===== src/rtl/cfgp_pkg.sv =====
package cfgp_pkg;

   localparam int IMG_BITS = 4096;

   typedef enum logic {
      ST_IDLE = 1'b0,
      ST_WAIT = 1'b1
   } cfgp_state_e;

   // reset image: word i = 0xC000 | i*0x0101, truncated to word width
   function automatic logic [IMG_BITS-1:0] default_image(input int n, input int w);
      logic [IMG_BITS-1:0] img;
      logic [31:0]         pat;
      img = '0;
      for (int i = 0; i < n; i++) begin
         pat = 32'hC000 | (i * 32'h0101);
         for (int j = 0; j < w; j++) begin
            if ((i * w + j) < IMG_BITS) img[i*w+j] = pat[j];
         end
      end
      return img;
   endfunction

endpackage


===== src/rtl/cfgp_handshake.sv =====
module cfgp_handshake
   import cfgp_pkg::*;
#(
   parameter int ADDR_W = 7,
   parameter int DATA_W = 16,
   parameter int LAT_W  = 3
) (
   input  logic              clk,
   input  logic              rst,
   input  logic              en,
   input  logic              we,
   input  logic [ADDR_W-1:0] addr,
   input  logic [DATA_W-1:0] wdata,
   input  logic [LAT_W-1:0]  lat,
   input  logic              clk_ok,
   input  logic              err_clr,
   output logic              done,
   output logic              done_we,
   output logic [ADDR_W-1:0] op_addr,
   output logic [DATA_W-1:0] op_data,
   output logic              err
);

   cfgp_state_e       st_q;
   logic [LAT_W-1:0]  cnt_q;
   logic              we_q;
   logic [ADDR_W-1:0] addr_q;
   logic [DATA_W-1:0] data_q;
   logic              err_q;
   logic              accept;
   logic              clash;

   assign accept  = en && (st_q == ST_IDLE);
   assign clash   = en && (st_q == ST_WAIT);
   assign done    = (st_q == ST_WAIT) && clk_ok && (cnt_q == '0);
   assign done_we = we_q;
   assign op_addr = addr_q;
   assign op_data = data_q;
   assign err     = err_q;

   always_ff @(posedge clk) begin
      if (rst) begin
         st_q   <= ST_IDLE;
         cnt_q  <= '0;
         we_q   <= 1'b0;
         addr_q <= '0;
         data_q <= '0;
      end else if (accept) begin
         st_q   <= ST_WAIT;
         cnt_q  <= lat;
         we_q   <= we;
         addr_q <= addr;
         data_q <= wdata;
      end else if (st_q == ST_WAIT && clk_ok) begin
         if (cnt_q == '0) st_q  <= ST_IDLE;
         else             cnt_q <= cnt_q - 1'b1;
      end
   end

   always_ff @(posedge clk) begin
      if (rst)          err_q <= 1'b0;
      else if (clash)   err_q <= 1'b1;
      else if (err_clr) err_q <= 1'b0;
   end

   // a stalled access keeps its state and count
   p_stall_hold_r8: assert property (@(posedge clk) disable iff (rst)
      (st_q == ST_WAIT && !clk_ok) |=> (st_q == ST_WAIT && $stable(cnt_q)));

   // a strobe during an outstanding access raises the flag
   p_err_set_r6: assert property (@(posedge clk) disable iff (rst)
      (en && st_q == ST_WAIT) |=> err_q);

   // the flag stays up until cleared
   p_err_sticky_r6: assert property (@(posedge clk) disable iff (rst)
      (err_q && !err_clr) |=> err_q);

   // captured fields do not move while the access is outstanding
   p_capture_stable_r9: assert property (@(posedge clk) disable iff (rst)
      (st_q == ST_WAIT) |=> ($stable(addr_q) && $stable(data_q) && $stable(we_q)));

endmodule


===== src/rtl/cfgp_regfile.sv =====
module cfgp_regfile #(
   parameter int                          NUM_REGS = 24,
   parameter int                          ADDR_W   = 7,
   parameter int                          DATA_W   = 16,
   parameter logic [cfgp_pkg::IMG_BITS-1:0] RST_IMG = '0
) (
   input  logic                       clk,
   input  logic                       rst,
   input  logic                       wr_stb,
   input  logic [ADDR_W-1:0]          wr_addr,
   input  logic [DATA_W-1:0]          wr_data,
   input  logic [ADDR_W-1:0]          rd_addr,
   output logic [DATA_W-1:0]          rd_word,
   output logic [NUM_REGS*DATA_W-1:0] image
);

   localparam int SPAN = 1 << ADDR_W;

   logic [DATA_W-1:0] regs [NUM_REGS];
   logic              wr_ok;

   generate
      if (NUM_REGS < SPAN) begin : g_partial
         assign wr_ok = wr_stb && (wr_addr < ADDR_W'(NUM_REGS));
      end else begin : g_full
         assign wr_ok = wr_stb;
      end
   endgenerate

   for (genvar i = 0; i < NUM_REGS; i++) begin : g_reg
      always_ff @(posedge clk) begin
         if (rst)
            regs[i] <= RST_IMG[i*DATA_W +: DATA_W];
         else if (wr_ok && wr_addr == ADDR_W'(i))
            regs[i] <= wr_data;
      end
      assign image[i*DATA_W +: DATA_W] = regs[i];
   end

   always_comb begin
      rd_word = '0;
      for (int i = 0; i < NUM_REGS; i++) begin
         if (rd_addr == ADDR_W'(i)) rd_word = regs[i];
      end
   end

   // out-of-range writes leave every register unchanged
   p_oob_write_r7: assert property (@(posedge clk) disable iff (rst)
      (wr_stb && (32'(wr_addr) >= NUM_REGS)) |=> $stable(image));

   // nothing changes a register without a write strobe
   p_no_spurious_r2: assert property (@(posedge clk) disable iff (rst)
      !wr_stb |=> $stable(image));

endmodule


===== src/rtl/cfgp_respond.sv =====
module cfgp_respond #(
   parameter int DATA_W = 16
) (
   input  logic              clk,
   input  logic              rst,
   input  logic              done,
   input  logic              done_we,
   input  logic [DATA_W-1:0] rd_word,
   output logic              rdy,
   output logic [DATA_W-1:0] rdata
);

   logic              rdy_q;
   logic [DATA_W-1:0] rd_q;

   always_ff @(posedge clk) begin
      if (rst) begin
         rdy_q <= 1'b0;
         rd_q  <= '0;
      end else begin
         rdy_q <= done;
         if (done && !done_we) rd_q <= rd_word;
      end
   end

   assign rdy   = rdy_q;
   assign rdata = rd_q;

   // ready is a single-cycle pulse
   p_rdy_pulse_r4: assert property (@(posedge clk) disable iff (rst)
      rdy_q |=> !rdy_q);

   // read data only moves with a ready pulse
   p_rdata_hold_r5: assert property (@(posedge clk) disable iff (rst)
      !$stable(rd_q) |-> rdy_q);

endmodule


===== src/rtl/cfg_port_slave.sv =====
module cfg_port_slave
   import cfgp_pkg::*;
#(
   parameter int                   NUM_REGS = 24,
   parameter int                   ADDR_W   = 7,
   parameter int                   DATA_W   = 16,
   parameter int                   LAT_W    = 3,
   parameter logic [IMG_BITS-1:0]  RST_IMG  = default_image(NUM_REGS, DATA_W)
) (
   input  logic                       clk,
   input  logic                       rst,
   input  logic                       cfg_en,
   input  logic                       cfg_we,
   input  logic [ADDR_W-1:0]          cfg_addr,
   input  logic [DATA_W-1:0]          cfg_wdata,
   output logic [DATA_W-1:0]          cfg_rdata,
   output logic                       cfg_rdy,
   input  logic [LAT_W-1:0]           resp_lat,
   input  logic                       refclk_ok,
   input  logic                       err_clr,
   output logic                       proto_err,
   output logic [NUM_REGS*DATA_W-1:0] param_bus
);

   if (NUM_REGS < 1 || NUM_REGS > (1 << ADDR_W)) begin : g_bad_count
      $error("cfg_port_slave: NUM_REGS outside address space");
   end
   if (NUM_REGS * DATA_W > IMG_BITS) begin : g_bad_image
      $error("cfg_port_slave: reset image too small");
   end
   if (DATA_W > 32 || LAT_W < 1) begin : g_bad_width
      $error("cfg_port_slave: unsupported width");
   end

   logic              done;
   logic              done_we;
   logic [ADDR_W-1:0] op_addr;
   logic [DATA_W-1:0] op_data;
   logic [DATA_W-1:0] rd_word;

   cfgp_handshake #(
      .ADDR_W (ADDR_W),
      .DATA_W (DATA_W),
      .LAT_W  (LAT_W)
   ) u_hs (
      .clk     (clk),
      .rst     (rst),
      .en      (cfg_en),
      .we      (cfg_we),
      .addr    (cfg_addr),
      .wdata   (cfg_wdata),
      .lat     (resp_lat),
      .clk_ok  (refclk_ok),
      .err_clr (err_clr),
      .done    (done),
      .done_we (done_we),
      .op_addr (op_addr),
      .op_data (op_data),
      .err     (proto_err)
   );

   cfgp_regfile #(
      .NUM_REGS (NUM_REGS),
      .ADDR_W   (ADDR_W),
      .DATA_W   (DATA_W),
      .RST_IMG  (RST_IMG)
   ) u_rf (
      .clk     (clk),
      .rst     (rst),
      .wr_stb  (done && done_we),
      .wr_addr (op_addr),
      .wr_data (op_data),
      .rd_addr (op_addr),
      .rd_word (rd_word),
      .image   (param_bus)
   );

   cfgp_respond #(
      .DATA_W (DATA_W)
   ) u_rsp (
      .clk     (clk),
      .rst     (rst),
      .done    (done),
      .done_we (done_we),
      .rd_word (rd_word),
      .rdy     (cfg_rdy),
      .rdata   (cfg_rdata)
   );

   // the cycle after reset shows no ready and no error
   p_reset_quiet_r1: assert property (@(posedge clk)
      rst |=> (!cfg_rdy && !proto_err));

endmodule


===== config.mk =====
export PLATFORM = sky130hd
export DESIGN_NAME = cfg_port_slave
export DESIGN_NICKNAME = d
export VERILOG_FILES = /design/src/rtl/cfgp_pkg.sv /design/src/rtl/cfgp_handshake.sv /design/src/rtl/cfgp_regfile.sv /design/src/rtl/cfgp_respond.sv /design/src/rtl/cfg_port_slave.sv
export SDC_FILE = /design/constraint.sdc
export NUM_CORES = 1
export LEC_CHECK = 0
export CAP_MARGIN = 20
export CORE_AREA = 4 4 220 222
export CTS_CLUSTER_DIAMETER = 150
export DETAILED_ROUTE_END_ITERATION = 6
export DIE_AREA = 0 0 224 226
export DONT_BUFFER_PORTS = 1
export PLACE_DENSITY_LB_ADDON = 0.1
export SETUP_SLACK_MARGIN = 0.4
export SYNTH_ARGS = -nofsm -noshare
export SYNTH_HDL_FRONTEND = slang
export SYNTH_SLANG_ARGS = --single-unit

===== constraint.sdc =====
create_clock -name clk -period 2.9 [get_ports clk]
set_input_delay 0.58 -clock clk [delete_from_list [all_inputs] [get_ports clk]]
set_output_delay 0.58 -clock clk [all_outputs]
set_load 0.1 [all_outputs]

==> Word level (Yosys, flattened, before mapping) <==
Memory sizes are Yosys's and may differ from the RTL's.
Index checks and enable logic that the tools add are counted.
{ "word_totals": {"regBits": 46, "ramBits": 384, "input_bits": 32, "output_inout_bits": 402, "wordCells": 229, "memories": 1} }
{ "mem_list": {"columns": ["name", "depth", "width", "read_ports", "rd_ports_with_merged_regs", "write_ports", "line", "text"], "rows": [
  ["u_rf.regs", 24, 16, 24, 0, 24, "cfgp_regfile.sv:19", "logic [DATA_W-1:0] regs [NUM_REGS];"]
]} }
{ "classes": {"add_sub_neg": 1, "n_lt_le_gt_ge": 1, "n_eq_ne": 24, "muxes": 130, "bitwise": 25, "reduce_logical": 39} }
{ "op_table": {"columns": ["cell", "n"], "rows": [
  ["2-to-1 mux 16 bit", 48],
  ["2-to-1 mux 1 bit", 79],
  ["== test 7 x 4 -> 1 bit, second input constant", 8],
  ["== test 7 x 5 -> 1 bit, second input constant", 8],
  ["logical AND 1 bit", 31],
  ["== test 7 x 3 -> 1 bit, second input constant", 4],
  ["OR 1 bit", 24],
  ["== test 7 x 2 -> 1 bit, second input constant", 2],
  ["2-to-1 mux 3 bit", 3],
  ["== test 7 x 1 -> 1 bit, second input constant", 1],
  ["logical NOT 7 bit", 1],
  ["less-than comparator 7 x 5 -> 1 bit, second input constant", 1],
  ["nonzero test 2 bit", 3],
  ["AND reduction 2 bit", 2],
  ["logical NOT 3 bit", 1],
  ["subtractor 3 x 1 -> 3 bit, second input constant", 1],
  ["inequality test 2 x 1 -> 1 bit, second input constant", 1],
  ["logical NOT 1 bit", 1],
  ["NOT 1 bit", 1]
]} }

==> Longest topological paths before layout <==
{ "depth": {"word_depth": 25, "mapped_depth": 11, "ltp_nobuf": 8} }

==> Cells and area by module <==
Synthesis repeated with hierarchy kept, for this count alone.
{ "unflattened": {"cells_unflattened": 1708, "hier_area_um2": 20684.8} }
{ "by_module_without_submodules": {"columns": ["mod", "instances", "cells_per_inst", "area_per_inst_um2"], "rows": [
  ["cfgp_regfile", 1, 1494, 18745.5],
  ["cfgp_handshake", 1, 140, 1138.6],
  ["cfgp_respond", 1, 73, 794.5],
  ["cfg_port_slave", 1, 1, 6.3]
]} }

==> Worst setup path before layout <==
No wires, ideal clock.
{ "synth_path": {"path_kind": "register to register", "start": "register u_hs.addr_q[3], in the netlist u_hs.op_addr[3]", "end": "memory u_rf.regs[8][0], in the netlist u_rf.regs[1][0] (enable)", "setup_time_ps": 392, "t_arrival_ps": 2292, "required_time_ps": 2508, "path_slack_ps": 215, "path_stages_with_launch": 9, "path_cell_list": "dfxtp_1 > buf_2 > buf_4 > nor2b_1 > clkbuf_1 > nand3_1 > buf_2 > buf_2 > o21bai_1"} }
{ "synth_rtl": {"columns": ["element", "line", "text"], "rows": [
  ["start, declared", "cfgp_handshake.sv:27", "logic [ADDR_W-1:0] addr_q;"],
  ["start signal, assigned", "cfgp_handshake.sv:52", "addr_q <= addr;"],
  ["end, declared", "cfgp_regfile.sv:19", null]
]} }

==> Worst setup path in the final report <==
{ "layout_path": {"start": "register u_hs.addr_q[1], in the netlist u_hs.op_addr[1]", "end": "register u_rsp.rd_q[10], in the netlist u_rsp.rdata[10]"} }
{ "layout_between": {"elab_chain_len": 25, "elab_cells_between_ends": 48} }
{ "layout_rtl": {"columns": ["element", "line", "text"], "rows": [
  ["logical NOT 7 bit", "cfgp_regfile.sv:43", "if (rd_addr == ADDR_W'(i)) rd_word = regs[i];"],
  ["2-to-1 mux 16 bit (23 in a row)", "cfgp_regfile.sv:43", null],
  ["2-to-1 mux 16 bit (*)", "cfgp_regfile.sv:43", null],
  ["end signal, assigned", "cfgp_respond.sv:22", "if (done && !done_we) rd_q <= rd_word;"],
  ["end, declared", "cfgp_respond.sv:14", "logic [DATA_W-1:0] rd_q;"]
]} }
Every way passes the cells marked *; elsewhere a longest branch is shown, timed or not.
A chain may end at the register's enable or synchronous reset.

==> impl_results.md <==
- Sequential share of power: 45.4%
- Dpl cells: 2776
- HP Class: input port to flip-flop
- Routed wire length: between 90000 and 100000 um
- Asr flop ratio synth: 0%
- Clock buffer depth: 3
- Drt wl/cell: 34.6 um
- H-tree depth: 2
- Status: completed
- Total of max-cap violations: 0
- WS Path Type: flip-flop to flip-flop
- Worst-Skew Late Latency: about 0.6 ns
- Die Ht: 226 um
- Drt first pass iters: 6
- DR vias: 18500
- Critical Path Sink Type: flip-flop
- Clk_skew: 0.0318 ns
- Die area: a little over 0.05 sq mm
- Critical R2R Capture: u_rsp.rdata[10]
- Mux share of post-synthesis cell area: 2.30%
- First-pass GRT wire length: 136000 um
- Synthesized area: 0.0206 sq mm
- CTS root buffer: clkbuf_16
- CTS buffer count: 49
- Die span in x: 224 um
- Rel. slew slack: 25.8%
- Post-synth top area cell: edfxtp_1
- Final instance area: between 0.02 and 0.03 sq mm
- Setup TNS: 0 ns
- CTS tree: yes
- IO buf count: 0
- Worst VDD drop: 0.000488 V
- Xor-xnor portion of the synthesized cell area: 0.0848%
- Seq/Total Area, Yosys: 60.3%
- Net Sw Frac: 30.6%
- Number of synthesis warnings: 0
- Global route overflow: 0
- FMAX: 388 MHz
- Count of different cell masters after synthesis: 83
- Minimum clock period after layout: 2.58 ns
- Cells after synthesis: approximately 1800
- Clock-pin slew of the registers on the worst-case setup and hold paths: approximately 0.060 ns
- Startpoint Class: flip-flop
- Hold Crit Depth: 1
- Initial antenna violation count: 7
- Predominant post-synthesis flop cell: edfxtp_1
- Fin crit share: 89.0%
- Post-synth EDFFs: 384
- Antenna Nets Post-Route: 0
- Final setup viols: 0
- DR vias/cell: 6.40
- Post-Synth Simple-Gate Area: 20.6%
- CORE AREA: 0.0464 sq mm
- Int Power: 0.0109 W
- # IOs: 434
- Power share of the clock group: between 30% and 40%
- Lkg Pwr: 9.56 nW
- Hold_buf cts: 0
- Final nets: 2269
- Synthesized net count: 1812
- Largest family of logic cells by synthesized area: simple AND/OR/NAND/NOR gates
- Starting density of the core: 44.5%
- RSZ-0062 raised after global routing: yes
- Placed cell area: 0.0251 sq mm
- Worst-Margin Slew: about 1.1 ns
- CP Data Required Time: between 3 and 4 ns
- Max FO, Critical Path: 15
- Ratio of cells with drive above 1 in the final layout: 33.5%
- Seq cells post-synth: 430
- R2R cell count: 7
- Cell Count, Final, Fillers Out: 2885
- Post-DP HPWL: 73800 um
- Worst hold start: rst
- Flop2flop setup slack: roughly 0.32 ns
- Final hold vios: 0
- Critical Path AT: 3.11 ns
- Worst r2r src: u_hs.op_addr[1]
- CTS sink count: between 400 and 500
- Final Max Tran Viols: 0
- Post-Synth Adder-Cell Area: 0.121%
- Synth Area in Compound Gates: 13.0%
- Post-synth top area share: between 50 and 60%
- Pin count of the biggest net entering global routing: 73
- Avg Cell Area, Syn: 11.6 sq um
- Power Density: between 500 and 600 mW/mm^2
- Vias in the first global route: 17300
- Area grow syn2layout: 31.1%
- Number of core rows: about 80
- GPL Wtd Cong: 1.05
- Psw: 0.00482 W
- Drt drc: 0
- Initial DRC Count: roughly 2800
- Total Routing Usage GR: 37.9%
- Area contributors post-synth: edfxtp_1, and2_1, dfxtp_1
- Comb power frac: 16.4%
- Hold Path End: u_hs.err
-- flip-flops by register name, summed over array words and instances (netlist names) --
signal / flops
u_hs.cnt_q: 3
u_rsp.rdy: 1
u_hs.st_q: 1
u_hs.op_addr: 7
u_rf.regs: 384
u_hs.err: 1
u_rsp.rdata: 16
u_hs.op_data: 16
u_hs.done_we: 1
-- worst max-delay path, stage by stage, from the launching register on --
cell and delay (ns):
dfxtp_4 0.43, buf_12 0.20, nand2b_1 0.38, buf_4 0.23, o22ai_1 0.13, o21ai_1 0.53
o221ai_1 0.40, a21oi_1 0.21
-- how the worst max path moves through the flow --
stage               slack, ns                 to  cells past startpoint       startpoint
floorplan                0.45  u_rf.regs[0][112]                      4  u_hs.op_addr[4]
global placement        -0.13    u_rsp.rdata[10]                      7  u_hs.op_addr[4]
detailed placement      -0.17    u_rsp.rdata[10]                      7  u_hs.op_addr[4]
CTS                      0.30    u_rsp.rdata[10]                      7  u_hs.op_addr[0]
global route             0.39     u_rsp.rdata[6]                      8  u_hs.op_addr[6]
finish                   0.32    u_rsp.rdata[10]                      7  u_hs.op_addr[1]
-- cells in the mapped netlist, drive strengths merged, types with 9 or more instances --
cell,number
buf,58
o211ai,20
mux2,16
mux2i,25
o21ai,54
a31oi,12
nor2b,14
o22ai,37
inv,10
a21oi,86
o221ai,13
and2,235
o21bai,11
a21o,18
nand2b,33
a2bb2oi,14
dfxtp,46
a22oi,18
a221oi,9
nor2,87
or3,136
clkbuf,105
edfxtp,384
nand2,115
nand3,31
a211oi,15
nor3,33
or2,9
nand4,9
-- cell usage in the layout (no fill, tap or decap), drive strengths merged, types with 6 or more instances in the layout --
cell,count
nand2,115
o2111ai,6
a21oi,86
a211oi,15
a32oi,6
a221oi,9
nand3,31
inv,11
and2,235
mux2,16
o221ai,13
a2bb2oi,14
clkinv,21
nor2,87
mux2i,25
a31o,6
o21ai,54
nand2b,33
nor4,8
a2111oi,6
o211ai,20
nor2b,14
a22oi,18
o22ai,37
or2,9
o22a,8
nand4,9
or3,136
a21o,18
a211o,6
dfxtp,46
nor3,33
nand3b,6
o21bai,11
clkbuf,65
a31oi,12
buf,569
edfxtp,384
-- per-stage QoR --
stage | util, % | total power [W] | setup WS, ns | hold slack (ns)
6_report | 58.4 | 0.0157 | 0.319 | 0.0570
5_1_grt | 58.4 | 0.0161 | 0.393 | 0.0423
4_1_cts | 57.8 | 0.0157 | 0.295 | 0.0338
3_5_place_dp | 54.2 | 0.00972 | -0.166 | 0.493
3_3_place_gp | 54.2 | 0.00972 | -0.129 | 0.497
2_1_floorplan | - | 0.00876 | 0.448 | 0.479
-- timing repair --
action,CTS,global route
buffers inserted,6,9
pin swaps,1,8
gates resized for setup,34,39
setup endpoints to repair,109,163
-- logic make-up after synthesis --
kind of cell,Yosys count
xor+xnor,2
flops,430
compound gates,388
buf+inv,173
mux,43
fa+ha+maj,2
simple gates,740
-- final cells by class --
type / count / area, sq um
Antenna cell: 3 / 7.51
Clock buffer: 65 / 1330
Clock inverter: 26 / 199
Fill cell: 3945 / 19300
Inverter: 10 / 41.3
Multi-Input combinational cell: 1175 / 7740
Sequential cell: 430 / 12500
Tap cell: 607 / 759
Timing Repair Buffer: 569 / 4510
-- routing by layer --
metal  global-route usage, %  part of all wire [%]  vias to the layer above
met5                       0                 0.042                        -
met1                    52.6                    39                     9244
met4                    12.4                   3.8                        6
li1                        -                     -                     7578
met3                    10.1                    13                      208
met2                    58.3                    45                     1419
-- power by group through the flow --
stage,combinational (W),sequential (W),clock (W)
floorplan,0.000742,0.00802,0
global placement,0.00245,0.00726,0
detailed placement,0.00246,0.00727,0
CTS,0.00250,0.00714,0.00603
global route,0.00263,0.00715,0.00629
finish,0.00258,0.00714,0.00600
(Power assumes the default switching activity.)
